File: config.mk
export PLATFORM = sky130hd
export DESIGN_NAME = pwm_timer_shared
export DESIGN_NICKNAME = d
export VERILOG_FILES = /design/src/rtl/pwm_tmr_pkg.sv /design/src/rtl/pwm_tmr_prescale.sv /design/src/rtl/pwm_tmr_counter.sv /design/src/rtl/pwm_tmr_channel.sv /design/src/rtl/pwm_timer_shared.sv
export SDC_FILE = /design/constraint.sdc
export NUM_CORES = 1
export LEC_CHECK = 0
export ABC_CLOCK_PERIOD_IN_PS = 3600
export BUFFER_PORTS_ARGS = -buffer_cell sky130_fd_sc_hd__clkbuf_2
export CAP_MARGIN = 25
export CORE_MARGIN = 2
export CORE_UTILIZATION = 50
export CTS_CLUSTER_DIAMETER = 40
export DETAILED_ROUTE_END_ITERATION = 6
export GPL_ROUTABILITY_DRIVEN = 0
export GPL_TIMING_DRIVEN = 0
export HOLD_SLACK_MARGIN = 0.08
export PLACE_DENSITY = 0.67
export SKIP_LAST_GASP = 1
export SYNTH_ARGS = -nofsm -noshare
export SYNTH_HDL_FRONTEND = slang
export SYNTH_SLANG_ARGS = --single-unit
File: constraint.sdc
create_clock -name clk -period 3.6 [get_ports clk]
set_clock_uncertainty 0.1 [all_clocks]
set_input_delay 0.72 -clock clk [delete_from_list [all_inputs] [get_ports clk]]
set_output_delay 0.72 -clock clk [all_outputs]
set_load 0.1 [all_outputs]
File: src/rtl/pwm_tmr_pkg.sv
`timescale 1ns/1ps
package pwm_tmr_pkg;
    localparam int unsigned BUS_W     = 32;
    localparam int unsigned PS_W      = 3;
    localparam int unsigned A_CTRL    = 0;
    localparam int unsigned A_PERIOD  = 1;
    localparam int unsigned A_COUNT   = 2;
    localparam int unsigned A_MASK    = 3;
    localparam int unsigned A_POL     = 4;
    localparam int unsigned A_PROT    = 5;
    localparam int unsigned A_UNLOCK  = 6;
    localparam int unsigned A_CH_BASE = 8;
    localparam int unsigned CHEN_LSB  = 16;

    typedef enum logic [1:0] {
        SRC_OFF = 2'd0,
        SRC_SYS = 2'd1,
        SRC_FIX = 2'd2,
        SRC_EXT = 2'd3
    } src_e;
endpackage

File: src/rtl/pwm_tmr_prescale.sv
`timescale 1ns/1ps
module pwm_tmr_prescale
    import pwm_tmr_pkg::*;
#(
    parameter int unsigned PSW = PS_W
) (
    input  logic           clk,
    input  logic           rst_n,
    input  src_e           src_i,
    input  logic           gate_i,
    input  logic           tick_sys_i,
    input  logic           tick_fix_i,
    input  logic           tick_ext_i,
    input  logic [PSW-1:0] ps_i,
    output logic           tick_o
);
    localparam int unsigned PRE_W = (1 << PSW) - 1;

    typedef struct packed {
        logic [PRE_W-1:0] pre;
    } st_t;

    st_t              s_d, s_q;
    logic             sel_tick;
    logic [PRE_W-1:0] lim;

    always_comb begin
        unique case (src_i)
            SRC_SYS: sel_tick = gate_i && tick_sys_i;
            SRC_FIX: sel_tick = gate_i && tick_fix_i;
            SRC_EXT: sel_tick = gate_i && tick_ext_i;
            default: sel_tick = 1'b0;
        endcase
        lim    = ~({PRE_W{1'b1}} << ps_i);
        s_d    = s_q;
        tick_o = 1'b0;
        if (src_i == SRC_OFF) begin
            s_d.pre = '0;
        end else if (sel_tick) begin
            if (s_q.pre >= lim) begin
                s_d.pre = '0;
                tick_o  = 1'b1;
            end else begin
                s_d.pre = s_q.pre + 1'b1;
            end
        end
    end

    always_ff @(posedge clk or negedge rst_n) begin
        if (!rst_n) s_q <= '0;
        else        s_q <= s_d;
    end

    // with a divider above one, two prescaled ticks never come back to back
    a_r3_no_back_to_back: assert property (@(posedge clk) disable iff (!rst_n)
        tick_o && (ps_i != '0) |=> !tick_o || (ps_i != $past(ps_i)));
endmodule

File: src/rtl/pwm_tmr_counter.sv
`timescale 1ns/1ps
module pwm_tmr_counter #(
    parameter int unsigned CW = 16
) (
    input  logic          clk,
    input  logic          rst_n,
    input  logic          run_i,
    input  logic          tick_i,
    input  logic [CW-1:0] per_sh_i,
    output logic [CW-1:0] cnt_o,
    output logic [CW-1:0] per_o,
    output logic          load_o
);
    typedef struct packed {
        logic [CW-1:0] cnt;
        logic [CW-1:0] per;
    } st_t;

    st_t  s_d, s_q;
    logic wrap;

    always_comb begin
        wrap   = tick_i && (s_q.cnt >= s_q.per);
        load_o = wrap || !run_i;
        s_d    = s_q;
        if (wrap)        s_d.cnt = '0;
        else if (tick_i) s_d.cnt = s_q.cnt + 1'b1;
        if (load_o)      s_d.per = per_sh_i;
    end

    always_ff @(posedge clk or negedge rst_n) begin
        if (!rst_n) s_q <= '0;
        else        s_q <= s_d;
    end

    assign cnt_o = s_q.cnt;
    assign per_o = s_q.per;

    // a tick at or past the terminal count returns the counter to zero
    a_r2_wrap_to_zero: assert property (@(posedge clk) disable iff (!rst_n)
        tick_i && (s_q.cnt >= s_q.per) |=> s_q.cnt == '0);
    // with no source selected the count holds
    a_r4_stopped_hold: assert property (@(posedge clk) disable iff (!rst_n)
        !run_i |=> $stable(s_q.cnt));
    // the working period changes only at a wrap or while stopped
    a_r10_period_steady: assert property (@(posedge clk) disable iff (!rst_n)
        run_i && !(tick_i && (s_q.cnt >= s_q.per)) |=> $stable(s_q.per));
endmodule

File: src/rtl/pwm_tmr_channel.sv
`timescale 1ns/1ps
module pwm_tmr_channel #(
    parameter int unsigned CW = 16
) (
    input  logic          clk,
    input  logic          rst_n,
    input  logic          load_i,
    input  logic [CW-1:0] cmp_sh_i,
    input  logic [CW-1:0] cnt_i,
    input  logic [CW-1:0] per_i,
    input  logic          mode_i,
    input  logic          en_i,
    input  logic          mask_i,
    input  logic          pol_i,
    output logic          out_o
);
    typedef struct packed {
        logic [CW-1:0] cmp;
    } st_t;

    st_t  s_d, s_q;
    logic raw;
    logic active;

    always_comb begin
        s_d = s_q;
        if (load_i) s_d.cmp = cmp_sh_i;
        raw    = mode_i && (cnt_i < s_q.cmp);
        active = en_i && !mask_i;
        out_o  = active ? (raw ^ pol_i) : pol_i;
    end

    always_ff @(posedge clk or negedge rst_n) begin
        if (!rst_n) s_q <= '0;
        else        s_q <= s_d;
    end

    // a masked channel sits at its inactive level
    a_r7_mask_inactive: assert property (@(posedge clk) disable iff (!rst_n)
        mask_i |-> out_o == pol_i);
    // a compare above the period keeps the channel active all period
    a_r6_full_duty: assert property (@(posedge clk) disable iff (!rst_n)
        mode_i && en_i && !mask_i && (s_q.cmp > per_i) && (cnt_i <= per_i)
        |-> out_o == !pol_i);
    // the working compare changes only on a load
    a_r10_cmp_hold: assert property (@(posedge clk) disable iff (!rst_n)
        !load_i |=> $stable(s_q.cmp));
endmodule

File: src/rtl/pwm_timer_shared.sv
`timescale 1ns/1ps
module pwm_timer_shared
    import pwm_tmr_pkg::*;
#(
    parameter int unsigned NCH       = 8,
    parameter int unsigned CW        = 16,
    parameter int unsigned HAS_CH_EN = 0,
    parameter int unsigned AW        = 6
) (
    input  logic             clk,
    input  logic             rst_n,
    input  logic [AW-1:0]    bus_addr,
    input  logic             bus_wr,
    input  logic [BUS_W-1:0] bus_wdata,
    output logic [BUS_W-1:0] bus_rdata,
    input  logic             tick_sys,
    input  logic             tick_fix,
    input  logic             tick_ext,
    input  logic             count_gate,
    output logic [NCH-1:0]   pwm_o
);
    typedef struct packed {
        src_e                       src;
        logic [PS_W-1:0]            ps;
        logic [NCH-1:0]             chen;
        logic [CW-1:0]              per;
        logic [NCH-1:0]             mask;
        logic [NCH-1:0]             pol;
        logic                       wp;
        logic [NCH-1:0][1:0]        ctl;
        logic [NCH-1:0][CW-1:0]     cmp;
    } regs_t;

    regs_t          r_d, r_q;
    logic           tick;
    logic           run;
    logic           load;
    logic [CW-1:0]  cnt;
    logic [CW-1:0]  per_act;
    logic [NCH-1:0] ch_en;

    always_comb begin
        r_d = r_q;
        if (bus_wr) begin
            if (!r_q.wp) begin
                if (bus_addr == AW'(A_CTRL)) begin
                    r_d.src = src_e'(bus_wdata[1:0]);
                    r_d.ps  = bus_wdata[2 +: PS_W];
                    if (HAS_CH_EN != 0) r_d.chen = bus_wdata[CHEN_LSB +: NCH];
                end
                if (bus_addr == AW'(A_PERIOD)) r_d.per = bus_wdata[CW-1:0];
                if (bus_addr == AW'(A_POL))    r_d.pol = bus_wdata[NCH-1:0];
                for (int n = 0; n < NCH; n++) begin
                    if (bus_addr == AW'(A_CH_BASE + 2 * n))     r_d.ctl[n] = bus_wdata[1:0];
                    if (bus_addr == AW'(A_CH_BASE + 2 * n + 1)) r_d.cmp[n] = bus_wdata[CW-1:0];
                end
            end
            if (bus_addr == AW'(A_MASK))                  r_d.mask = bus_wdata[NCH-1:0];
            if (bus_addr == AW'(A_PROT)   && bus_wdata[0]) r_d.wp   = 1'b1;
            if (bus_addr == AW'(A_UNLOCK) && bus_wdata[0]) r_d.wp   = 1'b0;
        end
    end

    always_comb begin
        bus_rdata = '0;
        if (bus_addr == AW'(A_CTRL)) begin
            bus_rdata[1:0]               = r_q.src;
            bus_rdata[2 +: PS_W]         = r_q.ps;
            bus_rdata[CHEN_LSB +: NCH]   = r_q.chen;
        end
        if (bus_addr == AW'(A_PERIOD)) bus_rdata[CW-1:0]  = r_q.per;
        if (bus_addr == AW'(A_COUNT))  bus_rdata[CW-1:0]  = cnt;
        if (bus_addr == AW'(A_MASK))   bus_rdata[NCH-1:0] = r_q.mask;
        if (bus_addr == AW'(A_POL))    bus_rdata[NCH-1:0] = r_q.pol;
        if (bus_addr == AW'(A_PROT))   bus_rdata[0]       = r_q.wp;
        for (int n = 0; n < NCH; n++) begin
            if (bus_addr == AW'(A_CH_BASE + 2 * n))     bus_rdata[1:0]    = r_q.ctl[n];
            if (bus_addr == AW'(A_CH_BASE + 2 * n + 1)) bus_rdata[CW-1:0] = r_q.cmp[n];
        end
    end

    always_ff @(posedge clk or negedge rst_n) begin
        if (!rst_n) begin
            r_q      <= '0;
            r_q.mask <= '1;
        end else begin
            r_q <= r_d;
        end
    end

    assign run = (r_q.src != SRC_OFF);

    generate
        if (HAS_CH_EN != 0) begin : g_chen
            assign ch_en = r_q.chen;
        end else begin : g_no_chen
            assign ch_en = '1;
        end
    endgenerate

    pwm_tmr_prescale #(.PSW(PS_W)) u_pre (
        .clk        (clk),
        .rst_n      (rst_n),
        .src_i      (r_q.src),
        .gate_i     (count_gate),
        .tick_sys_i (tick_sys),
        .tick_fix_i (tick_fix),
        .tick_ext_i (tick_ext),
        .ps_i       (r_q.ps),
        .tick_o     (tick)
    );

    pwm_tmr_counter #(.CW(CW)) u_cnt (
        .clk      (clk),
        .rst_n    (rst_n),
        .run_i    (run),
        .tick_i   (tick),
        .per_sh_i (r_q.per),
        .cnt_o    (cnt),
        .per_o    (per_act),
        .load_o   (load)
    );

    for (genvar g = 0; g < NCH; g++) begin : g_ch
        pwm_tmr_channel #(.CW(CW)) u_ch (
            .clk      (clk),
            .rst_n    (rst_n),
            .load_i   (load),
            .cmp_sh_i (r_q.cmp[g]),
            .cnt_i    (cnt),
            .per_i    (per_act),
            .mode_i   (r_q.ctl[g] == 2'b11),
            .en_i     (ch_en[g]),
            .mask_i   (r_q.mask[g]),
            .pol_i    (r_q.pol[g]),
            .out_o    (pwm_o[g])
        );
    end

    // a protected period write leaves the shadow period untouched
    a_r9_wp_blocks_period: assert property (@(posedge clk) disable iff (!rst_n)
        bus_wr && r_q.wp && (bus_addr == AW'(A_PERIOD)) |=> $stable(r_q.per));
    // the unlock write clears the protect flag
    a_r9_unlock_clears: assert property (@(posedge clk) disable iff (!rst_n)
        bus_wr && (bus_addr == AW'(A_UNLOCK)) && bus_wdata[0] |=> !r_q.wp);
endmodule

# == Word level (Yosys, flattened, before mapping) ==
# Cells that the tools add are included.
# word_totals
reg_bits,349
latch_bits,0
mem_bits_rw,0
rom_bits,0
inputBits,45
output_inout_bits,40
memories,0
# classes
addsub,2
mul,0
div,0
magnitude_cmp,10
n_eq_ne,33
n_shift,1
muxes,41
n_bitwise,10
n_reduce_logical,43
# op_table
cell,n
16-bit two-way mux,12
16-bit less-than comparator,8
3-bit AND reduction,19
"6-bit by 4-bit equality test with 1-bit output, second input constant",8
"6-bit by 5-bit equality test with 1-bit output, second input constant",8
7-bit two-way mux,3
"2-bit equality test, second input constant",10
"6-bit by 3-bit equality test with 1-bit output, second input constant",3
"16-bit by 1-bit adder with 16-bit output, second input constant",1
16-bit greater-or-equal comparator,1
2-bit two-way mux,8
8-bit two-way mux,2
1-bit logical AND,14
1-bit two-way mux,14
"6-bit by 2-bit equality test with 1-bit output, second input constant",2
2-bit nonzero test,4
1-bit bitwise XOR,8
"7-bit by 1-bit adder with 7-bit output, second input constant",1
7-bit greater-or-equal comparator,1
7-bit inverter,1
"7-bit by 3-bit << shifter with 7-bit output, first input constant",1
"6-bit by 1-bit equality test with 1-bit output, second input constant",1
6-bit logical NOT,1
5-bit two-way mux,1
other kinds (7),8

# == Depth between registers and ports, before layout ==
# Gate-level depths: netlist (run 1).
# depth
word_depth,23
depth_mapped,11

# == Cells and area by module ==
# Synthesis (run 1) repeated with hierarchy kept, for this count alone.
# hier_totals
cells_unflattened,1797
hier_area_um2,19098.3
# modules_own_cells
module,instances,cells_each,area_per_inst_um2,seq_area_each_um2
pwm_timer_shared,1,707,9002.4,4564.4
pwm_tmr_channel,8,106,952.2,400.4
pwm_tmr_counter,1,173,1876.8,800.8
pwm_tmr_prescale,1,69,601.8,175.2

# == Worst setup path after synthesis (run 1) ==
# Ideal clock, no wire load.
# synth_timing
kind,input-to-output
start,in bus_addr[5]
end,out bus_rdata[2]
t_arrival_ns,4.296
t_required_ns,2.780
path_slack_ns,-1.516
path_stages,8
path_buffers,3
path_cell_list,buf_2 > or4b_1 > buf_2 > nor2_4 > buf_2 > nand2_1 > and3_1 > o31ai_1
# synth_via
elab_chain_cells,14
elab_cells_between_ends,26
# synth_rtl
item,line,source
start: declaration,pwm_timer_shared.sv:12,"input logic [AW-1:0] bus_addr,"
6-bit logical NOT,pwm_timer_shared.sv:66,if (bus_addr == AW'(A_CTRL)) begin
5-bit two-way mux,pwm_timer_shared.sv:66,
16-bit two-way mux,pwm_timer_shared.sv:71,if (bus_addr == AW'(A_PERIOD)) bus_rdata[CW-1:0] = r_q.per;
16-bit two-way mux,pwm_timer_shared.sv:72,if (bus_addr == AW'(A_COUNT)) bus_rdata[CW-1:0] = cnt;
8-bit two-way mux,pwm_timer_shared.sv:73,if (bus_addr == AW'(A_MASK)) bus_rdata[NCH-1:0] = r_q.mask;
8-bit two-way mux,pwm_timer_shared.sv:74,if (bus_addr == AW'(A_POL)) bus_rdata[NCH-1:0] = r_q.pol;
16-bit two-way mux (7 in series),pwm_timer_shared.sv:78,if (bus_addr == AW'(A_CH_BASE + 2 * n + 1)) bus_rdata[CW-1:0] = r_q.cmp[n];
16-bit two-way mux (*),pwm_timer_shared.sv:78,
end: declaration,pwm_timer_shared.sv:15,"output logic [BUS_W-1:0] bus_rdata,"
# Mark *: on every way between the ends. The rest lies on a longest branch, timed or not.

# == Worst setup path after layout (run 1) ==
# layout_timing
start,reg u_cnt.s_q (netlist bit u_cnt.cnt_o[2])
end,out pwm_o[0]
# layout_via
elab_chain_cells,4
# layout_rtl
item,line,source
start: declaration,pwm_tmr_counter.sv:19,"st_t s_d, s_q;"
start signal: assignment,pwm_tmr_counter.sv:32,if (!rst_n) s_q <= '0;
start signal: assignment,pwm_tmr_counter.sv:33,else s_q <= s_d;
16-bit less-than comparator,pwm_tmr_channel.sv:28,raw = mode_i && (cnt_i < s_q.cmp);
1-bit logical AND,pwm_tmr_channel.sv:28,
1-bit bitwise XOR,pwm_tmr_channel.sv:30,out_o = active ? (raw ^ pol_i) : pol_i;
1-bit two-way mux,pwm_tmr_channel.sv:30,
end: declaration,pwm_timer_shared.sv:20,output logic [NCH-1:0] pwm_o
# No other way between the ends.

==> metrics, run 1 <==
status=finished with violations; violated checks=setup timing; Leak=11.7 nW; crit path cell chain=ha_1, nand2_1, o21ai_0, nand4_1, a41oi_1, or4_1, nand4_1, buf_4, clkbuf_16; RR Startpoint=u_cnt.cnt_o[10]$_DFFE_PN0P_; Synthesis Warnings=0; RSZ-0062 raised after global routing=true; Slew headroom=0.444; count of different cell masters after synthesis=74; Hold Crit Depth=2; Hold Crit Start=bus_wdata[7]; Gate power share=0.259; Area after DPL=20600 um2; post-layout min period=3.98 ns; met3 usage=0.0500; Mapped Avg Cell Area=11.7 um2; Die ar.=40400 um2; GR Util met1=0.386; synth top area cells=dfrtp_1 (44%), mux2_2 (16%), ha_1 (9.4%); Min-Delay Endpoint=r_q[119]$_DFFE_PN0P_; placed cells=2246; CP Capture Type=output pin; Area Growth Syn to Fin=27.6%; CTS buffer count=56; fin util=0.643; global route overflow=0; worst slew pin tran=0.831 ns; Initial DRC Count=1238; HP Class=input pin to flop; largest net degree at the start of global routing=114; DRC violations left=0; layout cells sized above 1=0.421; Primary FF master, synth=dfrtp_1; Max VDD drop=0.000364 V; Worst EP required=2.78 ns; largest area contributor in the netlist=dfrtp_1; H-tree Lvls=2; crit-path max FO=6; Via Count=14600; ys async rst share=1.00; # IOs=85; Synth Instances=1658; met2 Track Usage GR=0.456; final slew viol count=0; post-layout net count=2064; Net Sw Power=0.00466 W; crit path kind=flop to output pin; floorplan row count=72; pwr dens=587 nW/um2; clock root buffer=clkbuf_16; Max Cap Viol=0; Post-Route WL=59.6 mm; Initial Util=0.504; CTS sink cnt=349; clock tree buffer depth=3; fraction of power spent switching nets=0.321; die height=201 um; Flop pwr share=0.353; R2R depth=11; final period utilization=1.10; final worst slack=-0.377 ns; dpl ws=-1.05 ns; Post-synth EDFFs=0; fill count=2862; Critical Path Slowest Stage Cell=dfrtp_4; f_max=251 MHz; core area=38500 um2; vias per cell=5.99; DR WL/cell=24.5 um; first drt pass iteration count=5; DP Wirelength=40.6 mm; #FFs+latches synth=349; final instance area=24700 um2; antenna-violating nets left=0; Tot Pwr=0.0145 W; vias in the first global route=14500; Most Crowded Layer GR=met2; Pint=0.00985 W; Seq/Total Area, Yosys=0.451; Final Hold Viols=0; slowest cell delay on critical path=0.56 ns; number of setup violations in the final report=12; Total GRT Usage=0.285; Buffers on Ports=51; critical path arrival=3.16 ns; Clk pwr share=0.388; Non-Filler Instances=2436; most frequent cells in the layout=dfrtp_1 (325), mux2_2 (272), inv_1 (151); CTS tree=built; clk slew on worst S/H paths=0.05 ns; Clock Latency Late Sink=0.60 ns; Antenna diodes=0; Post-Syn Area=19400 um2; crit start category=flop; reg2reg setup slack=0.23 ns; first-pass GRT wire length=87.2 mm; reg-to-reg endpoint=g_ch[1].u_ch.s_q[2]$_DFFE_PN0P_; Die W=201 um; CP most frequent cell=nand4_1; area share of the largest cell type after synthesis=0.440; antenna violations before repair=0; commonest non-fill, non-tap cell in the layout=dfrtp_1
sequential cells by signal (all words and copies together), names as in the netlist:
name           count
u_cnt.per_o       16
u_pre.s_q          7
g_ch.u_ch.s_q    128
r_q              182
u_cnt.cnt_o       16
synth_stat cells, types with 12 or more instances:
cell,number
buf_2,31
nand2_1,65
mux2_4,58
buf_4,28
a21o_1,25
nand3_1,32
a22o_1,17
nor2_1,59
and3_1,13
a211oi_1,14
o211ai_1,12
o21ai_0,59
nor3_1,12
a221oi_1,15
nor2b_1,16
a22oi_1,19
a21oi_1,55
mux2_2,272
nand4_1,24
ha_1,145
dfrtp_1,341
clkbuf_1,26
inv_1,152
worst max-delay path by stage:
stage                                      from              endpoint  slack, ns
floorplan                           bus_addr[5]          bus_rdata[2]      -0.13
global placement                          rst_n  r_q[107]$_DFFE_PN0P_      -5.94
detailed placement                  bus_addr[2]          bus_rdata[8]      -1.05
CTS                 u_cnt.cnt_o[10]$_DFFE_PN0P_              pwm_o[0]      -0.46
global route        u_cnt.cnt_o[10]$_DFFE_PN0P_              pwm_o[0]      -0.43
finish               u_cnt.cnt_o[2]$_DFFE_PN0P_              pwm_o[0]      -0.38
logic make-up after synthesis:
group,after synthesis,share of synthesized area
adder cells (fa/ha/maj),145,0.0936
buffers and inverters,248,0.0593
other,1,0.000193
multiplexers,346,0.214
flip-flops,349,0.451
AND/OR/NAND/NOR,280,0.0788
XOR/XNOR,5,0.00226
AO/OA/AOI/OAI,284,0.100
routing by layer:
metal	share of wire	up-vias
met5	0	-
met4	0.039	0
met3	0.067	136
met2	0.47	607
met1	0.42	7417
li1	-	6440
power by group through the flow:
stage / Clock [W] / Sequential [W] / Combinational, W
2_1_floorplan: 0 / 0.00493 / 0.00232
3_3_place_gp: 0 / 0.00515 / 0.00298
3_5_place_dp: 0 / 0.00517 / 0.00310
4_1_cts: 0.00566 / 0.00511 / 0.00344
5_1_grt: 0.00586 / 0.00519 / 0.00401
6_report: 0.00563 / 0.00513 / 0.00375
critical path, delay by kind of cell (launching register included):
kind,cells,cell delay [ns]
AO/OA/AOI/OAI,2,0.78
adder cells (fa/ha/maj),1,0.33
buffers and inverters,2,0.38
flip-flops,1,0.56
AND/OR/NAND/NOR,4,0.53
through the flow:
step	setup TNS (ns)	hold slack, ns
finish	-2.52	0.275
global route	-3.06	0.283
CTS	-2.76	0.254
detailed placement	-50.06	0.388
global placement	-2077.72	0.380
floorplan	-0.184	0.324
cell type report:
cell class,count,area (um2),area share
inverters,153,576,0.0233
well taps,518,648,0.0262
flip-flops and latches,349,8790,0.356
repair buffers,148,1610,0.0651
plain buffers,90,684,0.0277
clock inverters,36,470,0.0190
multi-input cells,1076,10500,0.423
clock buffers,66,1480,0.0599
timing repair:
action	4_1_cts	5_1_grt
buffers inserted	49	42
hold buffers	1	0
resized for setup	204	115
endpoints found under the setup margin	177	119
pin swaps	32	64
cloned	1	1
hold endpoints to repair	45	0
No activity file was read; power rests on OpenSTA's default activity.
==> run 2: changes to the inputs <==
Settings changed: SETUP_SLACK_MARGIN set to 0.02.
==> metrics, run 2 (synthesis results as in run 1) <==
# IOs=85; global route overflow=0; Area after DPL=20600 um2; CP Buf/Inv Count=3; vias in the first global route=14500; crit-path max FO=10; slowest cell delay on critical path=0.52 ns; crit path cell chain=clkbuf_4, nor2b_1, o21ai_0, nand4_1, a41oi_1, or4_1, nand4_1, buf_4, clkbuf_16; Max Cap Viol=0; pwr dens=585 nW/um2; CP Capture Type=output pin; Hold Crit Start=bus_wdata[7]; Tot Pwr=0.0145 W; most frequent cells in the layout=dfrtp_1 (325), mux2_2 (272), inv_1 (151); final worst slack=-0.403 ns; antenna-violating nets left=0; crit path kind=flop to output pin; final slew viol count=0; clk slew on worst S/H paths=0.05 ns; CTS tree=built; reg-to-reg endpoint=g_ch[1].u_ch.s_q[7]$_DFFE_PN0P_; clock root buffer=clkbuf_16; commonest non-fill, non-tap cell in the layout=dfrtp_1; crit start category=flop; Post-Route WL=59.7 mm; Final Hold Viols=0; Buffers on Ports=51; RSZ-0062 raised after global routing=true; CTS sink cnt=349; Top Registers=r_q x182, g_ch.u_ch.s_q x128; final instance area=24800 um2; Area Growth Syn to Fin=27.9%; fin util=0.644; CTS buffer count=56; delay-heaviest family, CP=compound AO/OA/AOI/OAI gates; die height=201 um; first drt pass iteration count=7; worst slew pin tran=0.814 ns; clock tree buffer depth=3; Max VDD drop=0.000369 V; Total GRT Usage=0.286; post-layout net count=2063; Via Count=14600; dpl ws=-1.05 ns; f_max=250 MHz; R2R depth=10; antenna violations before repair=0; Die W=201 um; critical path arrival=3.18 ns; post-layout min period=4.00 ns; Hold Crit Depth=2; Antenna diodes=0; number of setup violations in the final report=12; layout cells sized above 1=0.424; max reg flops=182; largest net degree at the start of global routing=114; first-pass GRT wire length=87.2 mm; HP Class=input pin to flop; Die ar.=40400 um2; CP most frequent cell=nand4_1; fill count=2833; Slew headroom=0.455; Initial DRC Count=1317; DRC violations left=1; H-tree Lvls=2; final period utilization=1.11; Worst EP required=2.78 ns; status=finished with violations; Clock Latency Late Sink=0.60 ns; Reg with most FFs=r_q; Initial Util=0.504; floorplan row count=72; violated checks=DRC, setup timing; RR Startpoint=r_q[187]$_DFFE_PN0P_; Leak=11.7 nW; Critical Path Slowest Stage Cell=dfrtp_2; Min-Delay Endpoint=r_q[119]$_DFFE_PN0P_; vias per cell=6.00; DR WL/cell=24.5 um; reg2reg setup slack=0.22 ns; core area=38500 um2; DP Wirelength=40.6 mm
-- run 2: report_power, final --
group	switching (W)	internal [W]
Combinational	0.00203	0.00172
Clock	0.00208	0.00355
Sequential	0.000554	0.00458
Total	0.00466	0.00985
-- run 2: per-stage QoR --
step	setup TNS [ns]	cells	hold WS, ns
floorplan	-0.184	1673	0.324
global placement	-2077.72	2242	0.380
detailed placement	-50.06	2246	0.388
CTS	-2.70	2400	0.254
global route	-2.98	2435	0.283
finish	-2.35	2435	0.269
-- run 2: cell type report --
| type | count | area (um2) | share of cell area |
|---|---|---|---|
| tap | 518 | 648 | 0.0261 |
| sequential | 349 | 8790 | 0.355 |
| timing repair buffer | 145 | 1640 | 0.0663 |
| buffer | 92 | 698 | 0.0282 |
| inverter | 153 | 576 | 0.0232 |
| multi-input combinational | 1076 | 10500 | 0.423 |
| clock buffer | 66 | 1480 | 0.0597 |
| clock inverter | 36 | 470 | 0.0190 |
-- run 2: repair_timing --
action	CTS	global route
setup buffers	51	38
hold endpoints to repair	45	0
setup endpoints to repair	178	145
hold buffers	1	0
resized for setup	205	127
cloned	1	1
pin swaps	33	72
-- run 2: worst max-delay path by stage --
stage	start	end	slack, ns	depth (start not counted)
floorplan	bus_addr[5]	bus_rdata[2]	-0.13	8
global placement	rst_n	r_q[107]$_DFFE_PN0P_	-5.94	1
detailed placement	bus_addr[2]	bus_rdata[8]	-1.05	8
CTS	u_cnt.cnt_o[10]$_DFFE_PN0P_	pwm_o[0]	-0.46	9
global route	u_cnt.cnt_o[10]$_DFFE_PN0P_	pwm_o[0]	-0.43	9
finish	u_cnt.cnt_o[0]$_DFFE_PN0P_	pwm_o[0]	-0.40	9
-- run 2: metal layers --
metal,share of wire,GRT usage
met1,0.42,0.384
met2,0.47,0.456
met3,0.068,0.0529
met4,0.043,0.121
met5,0,0
-- run 2: worst reg2reg max path, stage by stage (launching register included) --
cell and delay, ns:
dfrtp_1 0.49, or3_1 0.41, ha_1 0.27, nand2b_1 0.15, a31oi_1 0.19, o21ai_0 0.27
nor2b_4 0.26, a21oi_4 0.30, buf_6 0.27, buf_8 0.23, mux2_4 0.32
==> run 3: changes to the inputs <==
Settings changed: RECOVER_POWER set to 25.
==> metrics, run 3 (synthesis results as in run 1) <==
HP Class=input pin to flop; antenna-violating nets left=0; Slew headroom=-0.0750; CP Capture Type=output pin; final worst slack=-0.384 ns; Post-Route WL=59.7 mm; Tot Pwr=0.0145 W; vias in the first global route=14500; Top Registers=r_q x182, g_ch.u_ch.s_q x128; reg2reg setup slack=0.22 ns; dpl ws=-1.05 ns; Die ar.=40400 um2; crit start category=flop; area occupied by multi-input gates=10500 um2; most frequent cells in the layout=dfrtp_1 (325), mux2_2 (272), inv_1 (151); post-layout net count=2063; number of setup violations in the final report=16; status=finished with violations; CTS sink cnt=349; critical path arrival=3.16 ns; clock tree buffer depth=3; # IOs=85; DP Wirelength=40.6 mm; floorplan row count=72; R2R depth=10; Area after DPL=20600 um2; Worst EP required=2.78 ns; register area=8790 um2; Hold Crit Depth=2; crit path cell chain=ha_4, a21o_1, a21oi_4, o22ai_2, or4_4, or4_1, nand4_1, buf_4, clkbuf_16; Via Count=14600; first drt pass iteration count=7; Total GRT Usage=0.286; clock root buffer=clkbuf_16; global route overflow=0; post-layout min period=3.98 ns; Final Hold Viols=0; crit-path max FO=5; die height=201 um; Initial DRC Count=1312; first-pass GRT wire length=87.2 mm; f_max=251 MHz; Leak=11.7 nW; Critical Path Slowest Stage Cell=dfrtp_4; vias per cell=5.99; largest net degree at the start of global routing=114; RSZ-0062 raised after global routing=true; Reg with most FFs=r_q; DRC violations left=0; Antenna diodes=0; antenna violations before repair=0; H-tree Lvls=2; Max Cap Viol=1; Max VDD drop=0.000364 V; slowest cell delay on critical path=0.51 ns; fin util=0.642; setup TNS=-2.69 ns; fill count=2842; DR WL/cell=24.5 um; pwr dens=586 nW/um2; Initial Util=0.504; Area Growth Syn to Fin=27.5%; violated checks=capacitance limit, slew limit, setup timing; core area=38500 um2; Die W=201 um; clk slew on worst S/H paths=0.05 ns; crit path from=u_cnt.cnt_o[10]$_DFFE_PN0P_; worst slew pin tran=1.61 ns; final slew viol count=113; final instance area=24700 um2; final period utilization=1.11; Clock Latency Late Sink=0.60 ns; max reg flops=182; crit path kind=flop to output pin; RR Startpoint=r_q[187]$_DFFE_PN0P_; layout cells sized above 1=0.423; CTS buffer count=56; commonest non-fill, non-tap cell in the layout=dfrtp_1; Buffers on Ports=51; Hold Crit Start=bus_wdata[7]; CTS tree=built
[run 3: where the power goes]
| part | total (W) | internal, W | switching [W] |
|---|---|---|---|
| registers | 0.00514 | 0.00458 | 0.000556 |
| clock network | 0.00563 | 0.00355 | 0.00208 |
| logic | 0.00373 | 0.00171 | 0.00202 |
[run 3: critical path: cells and delay by family (launching register included)]
family	cells	cell delay (ns)
compound gates	3	0.45
simple gates	3	1.05
fa+ha+maj	1	0.24
flops	1	0.51
buf+inv	2	0.32
[run 3: worst paths after layout]
path / to
max in group asynchronous: g_ch[3].u_ch.s_q[7]$_DFFE_PN0P_
hold reg to reg: g_ch[5].u_ch.s_q[0]$_DFFE_PN0P_
setup / recovery: pwm_o[0]
min in group asynchronous: u_pre.s_q[3]$_DFFE_PN0P_
setup reg to reg: g_ch[1].u_ch.s_q[7]$_DFFE_PN0P_
hold / removal: r_q[119]$_DFFE_PN0P_
[run 3: cell type report]
type,instances,share of cell area
Tap cell,518,0.0262
Buffer,92,0.0281
Inverter,153,0.0233
Clock buffer,66,0.0599
Sequential cell,349,0.356
Clock inverter,36,0.0190
Timing Repair Buffer,145,0.0637
Multi-Input combinational cell,1076,0.424
[run 3: stage by stage]
stage	cells	hold WS, ns
3_3_place_gp	2242	0.380
4_1_cts	2400	0.254
2_1_floorplan	1673	0.324
5_1_grt	2435	0.283
3_5_place_dp	2246	0.388
6_report	2435	0.269
[run 3: timing repair]
action / in CTS / in global routing
endpoints found under the hold margin: 45 / 0
hold buffers: 1 / 0
pin swaps: 33 / 72
setup endpoints to repair: 178 / 145
gates resized for setup: 205 / 127
setup buffers: 51 / 38
gates cloned: 1 / 1
[run 3: layer usage]
metal | GRT usage | part of all wire | vias to the layer above
li1 | - | - | 6427
met1 | 0.384 | 0.42 | 7418
met2 | 0.456 | 0.47 | 584
met3 | 0.0529 | 0.067 | 145
met4 | 0.121 | 0.043 | 0
met5 | 0 | 0 | -
